--- config.mk ---
export PLATFORM = sky130hd
export DESIGN_NAME = sdtv_sync_gen
export DESIGN_NICKNAME = d
export VERILOG_FILES = /design/src/rtl/sdtv_sync_gen.sv
export SDC_FILE = /design/constraint.sdc
export NUM_CORES = 1
export LEC_CHECK = 0
export ABC_AREA = 1
export CAP_MARGIN = 10
export CELL_PAD_IN_SITES_DETAIL_PLACEMENT = 0
export CELL_PAD_IN_SITES_GLOBAL_PLACEMENT = 2
export CORE_UTILIZATION = 35
export DETAILED_ROUTE_END_ITERATION = 8
export DONT_BUFFER_PORTS = 1
export PLACE_DENSITY_LB_ADDON = 0.1
export SLEW_MARGIN = 0
export SYNTH_ARGS = -nofsm -noshare
export SYNTH_HDL_FRONTEND = slang
export SYNTH_SLANG_ARGS = --single-unit
export TNS_END_PERCENT = 10
--- constraint.sdc ---
create_clock -name clk -period 5 [get_ports clk]
set_input_delay 0.5 -clock clk [delete_from_list [all_inputs] [get_ports clk]]
set_output_delay 0.5 -clock clk [all_outputs]
set_load 0.1 [all_outputs]
--- src/rtl/sdtv_sync_gen.sv ---
module sdtv_sync_gen #(
  parameter int NTSC_LINES     = 525,
  parameter int PAL_LINES      = 625,
  parameter int NTSC_ACT_LINES = 240,
  parameter int PAL_ACT_LINES  = 288,
  parameter int H_SHIFT_W      = 4,
  parameter int V_SHIFT_W      = 9,
  parameter int CNT_W          = 10
) (
  input  logic                 clk,
  input  logic                 rst_n,
  input  logic                 pix_en,
  input  logic                 std_pal,
  input  logic [H_SHIFT_W-1:0] h_shift,
  input  logic [V_SHIFT_W-1:0] v_shift,
  output logic [CNT_W-1:0]     h_cnt,
  output logic [CNT_W-1:0]     v_cnt,
  output logic                 field,
  output logic                 hsync,
  output logic                 vsync,
  output logic                 csync,
  output logic                 blank,
  output logic                 active,
  output logic                 burst_gate
);
  localparam int NT_HTOT   = 858;
  localparam int PL_HTOT   = 864;
  localparam int SYNC_W    = 64;
  localparam int EQ_W      = 32;
  localparam int SERR_W    = 64;
  localparam int BURST_W   = 34;
  localparam int NT_BREEZE = 8;
  localparam int PL_BREEZE = 12;
  localparam int ACT_PIX   = 720;
  localparam int NT_ACT0   = 112;
  localparam int PL_ACT0   = 118;
  localparam int NT_VBI    = 20;
  localparam int PL_VBI    = 22;
  localparam int NT_F1LINE = (NTSC_LINES + 1) / 2;
  localparam int PL_F1LINE = (PAL_LINES - 1) / 2;
  localparam int PL_F1PIX  = PL_HTOT / 2;
  localparam int HL_W      = 5;
  localparam logic [HL_W-1:0] HL_VS0 = HL_W'(6);
  localparam logic [HL_W-1:0] HL_VS1 = HL_W'(12);
  localparam logic [HL_W-1:0] HL_END = HL_W'(18);
  localparam int XW        = CNT_W + 1;

  logic              pal_q;
  logic [HL_W-1:0]   hl_q;
  logic [CNT_W-1:0]  h_tot, v_tot, half, f1_line, f1_pix, breeze, act0, vbi, act_lines;
  logic [CNT_W-1:0]  h_nxt, v_nxt, hh, lf;
  logic              h_last, v_last, fstart_nxt, half_nxt, in_vs, in_eq;
  logic [XW-1:0]     h_lo, h_hi, v_lo, v_hi;

  assign h_tot     = pal_q ? CNT_W'(PL_HTOT)       : CNT_W'(NT_HTOT);
  assign v_tot     = pal_q ? CNT_W'(PAL_LINES)     : CNT_W'(NTSC_LINES);
  assign half      = h_tot >> 1;
  assign f1_line   = pal_q ? CNT_W'(PL_F1LINE)     : CNT_W'(NT_F1LINE);
  assign f1_pix    = pal_q ? CNT_W'(PL_F1PIX)      : '0;
  assign breeze    = pal_q ? CNT_W'(PL_BREEZE)     : CNT_W'(NT_BREEZE);
  assign act0      = pal_q ? CNT_W'(PL_ACT0)       : CNT_W'(NT_ACT0);
  assign vbi       = pal_q ? CNT_W'(PL_VBI)        : CNT_W'(NT_VBI);
  assign act_lines = pal_q ? CNT_W'(PAL_ACT_LINES) : CNT_W'(NTSC_ACT_LINES);

  assign h_last     = (h_cnt == h_tot - 1'b1);
  assign v_last     = (v_cnt == v_tot - 1'b1);
  assign h_nxt      = h_last ? '0 : h_cnt + 1'b1;
  assign v_nxt      = h_last ? (v_last ? '0 : v_cnt + 1'b1) : v_cnt;
  assign fstart_nxt = (h_nxt == '0 && v_nxt == '0) || (h_nxt == f1_pix && v_nxt == f1_line);
  assign half_nxt   = (h_nxt == '0) || (h_nxt == half);

  always_ff @(posedge clk) begin
    if (!rst_n) begin
      h_cnt <= '0;
      v_cnt <= '0;
      field <= 1'b0;
      hl_q  <= '0;
      pal_q <= std_pal;
    end else if (pix_en) begin
      h_cnt <= h_nxt;
      v_cnt <= v_nxt;
      if (h_last && v_last) pal_q <= std_pal;
      if (fstart_nxt) begin
        hl_q  <= '0;
        field <= (v_nxt != '0);
      end else if (half_nxt && hl_q != HL_END) begin
        hl_q <= hl_q + 1'b1;
      end
    end
  end

  assign hh    = (h_cnt >= half) ? h_cnt - half : h_cnt;
  assign lf    = field ? v_cnt - f1_line : v_cnt;
  assign in_vs = (hl_q >= HL_VS0) && (hl_q < HL_VS1);
  assign in_eq = !in_vs && (hl_q < HL_END);

  assign hsync = (h_cnt < CNT_W'(SYNC_W));
  assign vsync = in_vs;
  assign csync = in_vs ? (hh < half - CNT_W'(SERR_W)) :
                 in_eq ? (hh < CNT_W'(EQ_W)) : hsync;

  assign burst_gate = (hl_q == HL_END) &&
                      (h_cnt >= CNT_W'(SYNC_W) + breeze) &&
                      (h_cnt <  CNT_W'(SYNC_W + BURST_W) + breeze);

  assign h_lo = XW'(act0) + XW'(h_shift);
  assign h_hi = h_lo + XW'(ACT_PIX);
  assign v_lo = XW'(vbi) + XW'(v_shift);
  assign v_hi = v_lo + XW'(act_lines);

  assign active = (XW'(h_cnt) >= h_lo) && (XW'(h_cnt) < h_hi) &&
                  (XW'(lf) >= v_lo) && (XW'(lf) < v_hi);
  assign blank  = !active;
endmodule

==> results of run 1 <==
==> power groups by stage <==
stage	sequential, mW	combinational [mW]	clock [mW]
global route	0.244	0.541	0.210
detailed placement	0.247	0.485	0
finish	0.242	0.484	0.195
global placement	0.247	0.482	0
CTS	0.242	0.487	0.203
floorplan	0.324	0.299	0
==> worst register-to-register path: stages (launching register included) <==
cell and delay, ns:
sky130_fd_sc_hd__edfxtp_1 0.50, sky130_fd_sc_hd__buf_4 0.25, sky130_fd_sc_hd__ha_1 0.37, sky130_fd_sc_hd__nand2_1 0.07
sky130_fd_sc_hd__clkinv_1 0.13, sky130_fd_sc_hd__nand3_2 0.10, sky130_fd_sc_hd__nor2_4 0.50, sky130_fd_sc_hd__nand3_2 0.17
sky130_fd_sc_hd__nor2_1 0.15, sky130_fd_sc_hd__xor2_1 0.22, sky130_fd_sc_hd__nor2_1 0.08, sky130_fd_sc_hd__nor2_1 0.18
sky130_fd_sc_hd__nand3_1 0.12, sky130_fd_sc_hd__nand2_2 0.12, sky130_fd_sc_hd__nand2_2 0.11, sky130_fd_sc_hd__a21oi_1 0.14
sky130_fd_sc_hd__nor2_1 0.06
==> sequential cells by signal (all words and copies together) (netlist names) <==
name and flops:
h_cnt 10, v_cnt 10, field 1, pal_q 1, hl_q 5
==> cell type report <==
type / instances / area, µm²
clock buffer: 4 / 78.8
sequential: 27 / 551
tap: 147 / 184
inverter: 113 / 429
multi-input combinational: 530 / 3200
timing repair buffer: 27 / 235
fill: 1335 / 7280
==> kinds of logic (layout without fill, tap and decap cells) <==
kind of cell / count (synthesis) / count (layout) / synth area share [%]
xor+xnor: 26 / 26 / 5.32
buf+inv: 134 / 144 / 12.9
fa+ha+maj: 63 / 63 / 18.8
flops: 27 / 27 / 12.9
simple gates: 320 / 320 / 34.5
compound gates: 121 / 121 / 15.6
==> cells in the final DEF, fill, tap and decap left out, drive strengths merged, types with 2 or more instances in the layout <==
cell type	count
o21bai	3
nand3b	3
inv	110
clkbuf	4
nor4	2
clkinv	2
xor2	22
o22ai	3
xnor2	4
or2	2
nor3	7
nand4	17
a21oi	50
o21ai	51
fa	2
and3	2
nand3	59
buf	27
o211ai	5
nor2	51
nand2	176
dfxtp	26
ha	61
==> routing by layer <==
metal | GRT usage [%] | part of all wire, %
met3 | 2.59 | 3.5
met5 | 0 | 0
met2 | 38.5 | 48
met1 | 27.8 | 48
met4 | 3.73 | 1.0
==> through the flow <==
step / cells / instance area [µm²] / hold WS [ns] / util [%]
floorplan: 691 / 4290 / 0.484 / -
global placement: 844 / 4600 / 0.510 / 38.5
detailed placement: 844 / 4600 / 0.510 / 38.5
CTS: 848 / 4680 / 0.309 / 39.1
global route: 848 / 4680 / 0.309 / 39.1
finish: 848 / 4680 / 0.322 / 39.1
==> final timing paths <==
kind                              from                    end  cells after the start
setup / recovery       pal_q$_DFFE_PP_                 active                     17
hold / removal                  pix_en  h_cnt[9]$_SDFFE_PN0P_                      1
setup reg to reg       pal_q$_DFFE_PP_   hl_q[0]$_SDFFE_PN0P_                     16
hold reg to reg   hl_q[4]$_SDFFE_PN0P_   hl_q[4]$_SDFFE_PN0P_                      2
==> summary.txt, run 1 <==
CLOCKING
----------------------------------------------------------------------------------------
Clock Pin Slew Worst Setup and Hold Paths                                        0.07 ns
Post CTS Setup Buffer Count                                                            0
Number of clock sinks                                                                 27
Max Root-Sink Buffers                                                                  2
Inserted Clock Buffers                                                                 3
TritonCTS clock tree                                                               built
Clock insertion delay at the later pin of the skew report                        0.27 ns
Clock root buffer master                                                    sky130_fd_sc_hd__clkbuf_16
CTS-repair resized insts                                                               0
Count of H-tree levels built during CTS                                                1
Hold buffer count at CTS                                                               0

STA
----------------------------------------------------------------------------------------
Final count of negative-setup-slack endpoints                                          0
Final worst-path setup slack                                                    0.591 ns
Unrepaired setup endpoints after global routing                                       no
TNS Setup                                                                           0 ns
Highest achievable clock rate                                                    227 MHz
Minimum clock period after layout                                                4.41 ns
Setup clock skew after layout                                                 0.00187 ns
Actual slew at the worst max-slew pin                                            1.03 ns
Worst relative slew slack                                                          31.1%
Number of hold violations in the final report                                          0
Share of the clock period used by the worst path after layout                      88.2%
Pins Over Slew Limit                                                                   0

DRT
----------------------------------------------------------------------------------------
Number of nets with antenna violations after routing                                   0
Number of search-and-repair iterations in the first detailed-routing pass              5
Iteration-0 DRC count of the detailed router                                         216
Total via count in the routed design                                                4355
Total wire length                                                                13.2 mm
Routed via count divided by cell count                                              5.14
Post-route DRC                                                                         0
Routed wire per std cell                                                         15.6 µm

YOSYS
----------------------------------------------------------------------------------------
Biggest area contributors in the synthesized netlist                        sky130_fd_sc_hd__ha_1 18%, sky130_fd_sc_hd__nand2_1 15%, sky130_fd_sc_hd__dfxtp_1 12%
Mean post-synth cell area                                                       6.19 µm²
Mapped Nets                                                                          771
Number of storage elements in the synthesis netlist                                   27
Dominant synthesized flop cell                                              sky130_fd_sc_hd__dfxtp_1
Synthesis Warnings                                                                     0
Post-synth ARST share                                                                 0%
Netlist Area Pre-Place                                                          4280 µm²
Part of the Yosys area used for sequential elements                                12.9%
Gate count after technology mapping                                                  691
Most common cell in the synthesized netlist                                 sky130_fd_sc_hd__nand2_1
Portion of synthesized cell area occupied by the leading cell type                 17.8%
Commonest cells in the netlist                                              169 x sky130_fd_sc_hd__nand2_1, 105 x sky130_fd_sc_hd__inv_1, 61 x sky130_fd_sc_hd__ha_1
Distinct cell type count after synthesis                                              49
Library cell occupying the most area in the post-synthesis netlist          sky130_fd_sc_hd__ha_1
Number of flops mapped to enable cells by yosys                                        1

DIE
----------------------------------------------------------------------------------------
Floorplan row count                                                                   40
Placeable core region                                                          12000 µm²
Top-level port count                                                                  44
DIE WIDTH                                                                         113 µm
Initial cell density of the core                                                   35.8%
Die Footprint                                                                  12700 µm²
Chip Height                                                                       113 µm

HOLD PATH
----------------------------------------------------------------------------------------
Type of the worst min-delay path                                               in -> reg

FINISH
----------------------------------------------------------------------------------------
Count of antenna diodes in the layout                                                  0
Net count, final                                                                     782
Fraction of layout cells with a size suffix above 1                                9.99%
Layout overhead on the synthesized area                                            9.33%

CRITICAL PATH
----------------------------------------------------------------------------------------
Crit path launch type                                                               flop
Arrival time of the worst setup path                                             3.91 ns
Maximum net fanout on the critical path                                               13
Ordered cell list for the critical path                                     inv_2, ha_1, fa_1, o31ai_1, xnor2_1, o21ai_0, ha_1, nand2_1, nor2_1, nand2_1, a31o_2, nand3_1, o21ai_0, o21bai_1, nand3_2, clkinvlp_4, buf_12
Number of buffers and inverters on the critical path                                   3
Worst-case register-to-register setup slack                                      1.64 ns
Worst path max stage delay                                                       0.48 ns
Top cell family by delay on the critical path                               compound AO/OA/AOI/OAI gates
Start-to-end type of the worst setup path                                     reg -> out
Critical Path Sink Type                                                       output pin
CP required                                                                      4.50 ns
Slowest cell on the critical path                                           sky130_fd_sc_hd__edfxtp_1

PLACED DESIGN
----------------------------------------------------------------------------------------
Routability-driven placement congestion ratio                                      0.928
Setup slack after placement                                                     0.896 ns
Dpl hpwl                                                                         10.7 mm
Number of buffers added on ports                                                       0

POWER
----------------------------------------------------------------------------------------
Worst-case vdd ir drop                                                        0.000111 V
Sum of internal, switching and leakage power                                    0.921 mW
Net switching fraction of the power                                                47.5%
Sequential power share                                                             26.3%
Power per standard cell area                                                  197 nW/µm²
Sw power                                                                        0.437 mW
Logic gate share of total power                                                    52.6%
Static Leakage                                                                   2.45 nW
Part of the total power dissipated in the clock network                            21.2%
Internal Dissipation                                                            0.484 mW

FLOW RUN
----------------------------------------------------------------------------------------
Reported max-cap violation count                                                       0

OUTCOME
----------------------------------------------------------------------------------------
Status                                                                      complete, no violations

GLOBAL ROUTING
----------------------------------------------------------------------------------------
Total congestion overflow after global routing                                         0
Vias in the first global route                                                      4209
First-pass GRT wire length                                                       21.6 mm
Largest net degree at the start of global routing                                     30
Number of antenna violations at the first check in global routing                      0
Global Route Usage Sum                                                             21.5%

No activity file was read; power rests on OpenSTA's default activity.
==> run 2: changes to the inputs <==
--- a/config.mk
+++ b/config.mk
@@ -12,7 +12,7 @@
 export CORE_UTILIZATION = 35
 export DETAILED_ROUTE_END_ITERATION = 8
 export DONT_BUFFER_PORTS = 1
-export PLACE_DENSITY_LB_ADDON = 0.1
+export PLACE_DENSITY_LB_ADDON = 0.08
 export SLEW_MARGIN = 0
 export SYNTH_ARGS = -nofsm -noshare
 export SYNTH_HDL_FRONTEND = slang
==> run 2 against run 1 <==
Against the previous run:
- die area did not move
- non-clock buffer count shrank 1
- utilization hardly changed
- sequential power is 2% higher
- global-route usage grew 0.10 points
- design area barely moved
- final cell count down 0.12%
- worst setup slack lost 0.031 ns
- count of clock-buffer cells in the layout down 1
- sequential share of layout area is essentially flat
- critical path depth grew 1
- critical path type unchanged
- critical endpoint is now blank
- largest power group unchanged
==> summary.txt, run 2 (synthesis results as in run 1) <==
CLOCKING
----------------------------------------------------------------------------------------
Hold buffer count at CTS                                                               0
Post CTS Setup Buffer Count                                                            0
Clock insertion delay at the later pin of the skew report                        0.28 ns
CTS-repair resized insts                                                               0
Clock Pin Slew Worst Setup and Hold Paths                                        0.09 ns
Number of clock sinks                                                                 27
Clock root buffer master                                                    sky130_fd_sc_hd__clkbuf_16
Inserted Clock Buffers                                                                 3
Count of H-tree levels built during CTS                                                1
Max Root-Sink Buffers                                                                  2
TritonCTS clock tree                                                               built

FINISH
----------------------------------------------------------------------------------------
Number of filler instances in the final layout                                      1349
Post-route cell area                                                            4680 µm²
Net count, final                                                                     781
Layout overhead on the synthesized area                                            9.27%
Fraction of layout cells with a size suffix above 1                                10.0%
Most common cell after layout, fill and taps aside                          sky130_fd_sc_hd__nand2_1
Count of antenna diodes in the layout                                                  0
Top library cells by usage in the layout, fill and taps aside               169 x sky130_fd_sc_hd__nand2_1, 104 x sky130_fd_sc_hd__inv_1, 61 x sky130_fd_sc_hd__ha_1
Registers with the most flip-flops                                          h_cnt x10, v_cnt x10, hl_q x5

DIE
----------------------------------------------------------------------------------------
DIE WIDTH                                                                         113 µm
Die Footprint                                                                  12700 µm²
Top-level port count                                                                  44
Initial cell density of the core                                                   35.8%
Placeable core region                                                          12000 µm²
Chip Height                                                                       113 µm
Floorplan row count                                                                   40

DRT
----------------------------------------------------------------------------------------
Number of nets with antenna violations after routing                                   0
Routed via count divided by cell count                                              5.07
Total wire length                                                                13.1 mm
Iteration-0 DRC count of the detailed router                                         178
Post-route DRC                                                                         0
Number of search-and-repair iterations in the first detailed-routing pass              5
Total via count in the routed design                                                4297
Routed wire per std cell                                                         15.5 µm

PLACED DESIGN
----------------------------------------------------------------------------------------
Setup slack after placement                                                     0.790 ns
Total placed instance area                                                      4590 µm²
Dpl hpwl                                                                         10.4 mm
Number of buffers added on ports                                                       0
Routability-driven placement congestion ratio                                      0.857

HOLD PATH
----------------------------------------------------------------------------------------
Worst Hold Path EP                                                          h_cnt[5]$_SDFFE_PN0P_
Type of the worst min-delay path                                               in -> reg
Startpoint of the worst hold path                                                 pix_en
Instance count along the most critical hold path                                       1

CRITICAL PATH
----------------------------------------------------------------------------------------
Critical R2R Launch                                                         pal_q$_DFFE_PP_
CP required                                                                      4.50 ns
Crit Reg-Reg Endpoint                                                       hl_q[0]$_SDFFE_PN0P_
Worst-case register-to-register setup slack                                      1.69 ns
Arrival time of the worst setup path                                             3.94 ns
Crit path launch type                                                               flop
Critical Path Sink Type                                                       output pin
Start-to-end type of the worst setup path                                     reg -> out
Number of cells traversed by the worst register-to-register path                      16
Maximum net fanout on the critical path                                                9

POWER
----------------------------------------------------------------------------------------
Power per standard cell area                                                  199 nW/µm²
Static Leakage                                                                   2.45 nW
Worst-case vdd ir drop                                                       0.0000967 V

GLOBAL ROUTING
----------------------------------------------------------------------------------------
First-pass GRT wire length                                                       21.9 mm
Total congestion overflow after global routing                                         0
Largest net degree at the start of global routing                                     30
Vias in the first global route                                                      4242
Global Route Usage Sum                                                             21.6%
Number of antenna violations at the first check in global routing                      0

FLOW RUN
----------------------------------------------------------------------------------------
Reported max-cap violation count                                                       0

STA
----------------------------------------------------------------------------------------
Setup clock skew after layout                                                  0.0111 ns
Final worst-path setup slack                                                    0.560 ns
Share of the clock period used by the worst path after layout                      88.8%
Worst relative slew slack                                                          23.8%
Number of hold violations in the final report                                          0
Pins Over Slew Limit                                                                   0
Minimum clock period after layout                                                4.44 ns
Unrepaired setup endpoints after global routing                                       no
Actual slew at the worst max-slew pin                                            1.14 ns
Final count of negative-setup-slack endpoints                                          0
Highest achievable clock rate                                                    225 MHz

OUTCOME
----------------------------------------------------------------------------------------
Status                                                                      complete, no violations

==> run 2: cell count changes in the layout (fill, tap and decap cells not counted) <==
cell and change:
sky130_fd_sc_hd__clkbuf_1 -1, sky130_fd_sc_hd__inv_6 +1, sky130_fd_sc_hd__buf_4 -1
==> run 2: worst max-delay path, stage by stage (launching register included) <==
cell	delay, ns
sky130_fd_sc_hd__edfxtp_1	0.58
sky130_fd_sc_hd__ha_1	0.26
sky130_fd_sc_hd__inv_1	0.05
sky130_fd_sc_hd__ha_1	0.20
sky130_fd_sc_hd__o21ai_0	0.42
sky130_fd_sc_hd__nand2_1	0.12
sky130_fd_sc_hd__xor2_1	0.23
sky130_fd_sc_hd__inv_1	0.07
sky130_fd_sc_hd__ha_1	0.34
sky130_fd_sc_hd__nand2_1	0.06
sky130_fd_sc_hd__o21ai_0	0.32
sky130_fd_sc_hd__xor2_1	0.18
sky130_fd_sc_hd__inv_1	0.06
sky130_fd_sc_hd__o21ai_0	0.16
sky130_fd_sc_hd__nand3_1	0.09
sky130_fd_sc_hd__nand2_1	0.06
sky130_fd_sc_hd__nand2_1	0.06
sky130_fd_sc_hd__nand3_2	0.10
sky130_fd_sc_hd__buf_4	0.30
==> run 2: through the flow <==
step / util (%) / TNS (ns) / total power, mW / cells / hold WS [ns]
after global placement: 38.4 / 0 / 0.728 / 843 / 0.514
after detailed placement: 38.4 / 0 / 0.729 / 843 / 0.525
final: 39.1 / 0 / 0.932 / 847 / 0.306
after global routing: 39.1 / 0 / 1.00 / 847 / 0.300
after CTS: 39.1 / 0 / 0.939 / 847 / 0.299
after floorplan: - / -0.233 / 0.623 / 691 / 0.484
==> run 2: worst max path at each step <==
stage / start / end / slack (ns) / cells after the start
5_1_grt: pal_q$_DFFE_PP_ / blank / 0.12 / 18
3_3_place_gp: pal_q$_DFFE_PP_ / blank / 0.82 / 18
2_1_floorplan: v_cnt[0]$_SDFFE_PN0P_ / active / -0.23 / 16
6_report: pal_q$_DFFE_PP_ / blank / 0.56 / 18
3_5_place_dp: pal_q$_DFFE_PP_ / blank / 0.79 / 18
4_1_cts: pal_q$_DFFE_PP_ / blank / 0.47 / 18
==> run 2: final cells by class <==
| class | instances | area [µm²] | share of cell area (%) |
|---|---|---|---|
| Sequential cell | 27 | 551 | 11.8 |
| Timing Repair Buffer | 26 | 228 | 4.87 |
| Tap cell | 147 | 184 | 3.93 |
| Inverter | 113 | 429 | 9.18 |
| Clock buffer | 3 | 75.1 | 1.61 |
| Clock inverter | 1 | 8.76 | 0.187 |
| Multi-Input combinational cell | 530 | 3200 | 68.5 |
==> run 2: power by group <==
part | switching [mW] | internal, mW
clock network | 0.0966 | 0.111
registers | 0.0204 | 0.228
logic | 0.331 | 0.145
==> run 2: routing by layer <==
layer  GRT usage, %  vias to the layer above  wire length (µm)
met5              0                        -                 0
met4           3.73                        0               141
met3           1.89                       11               361
met2           39.3                       59              6310
met1           27.8                     1947              6290
li1               -                     2280                 -
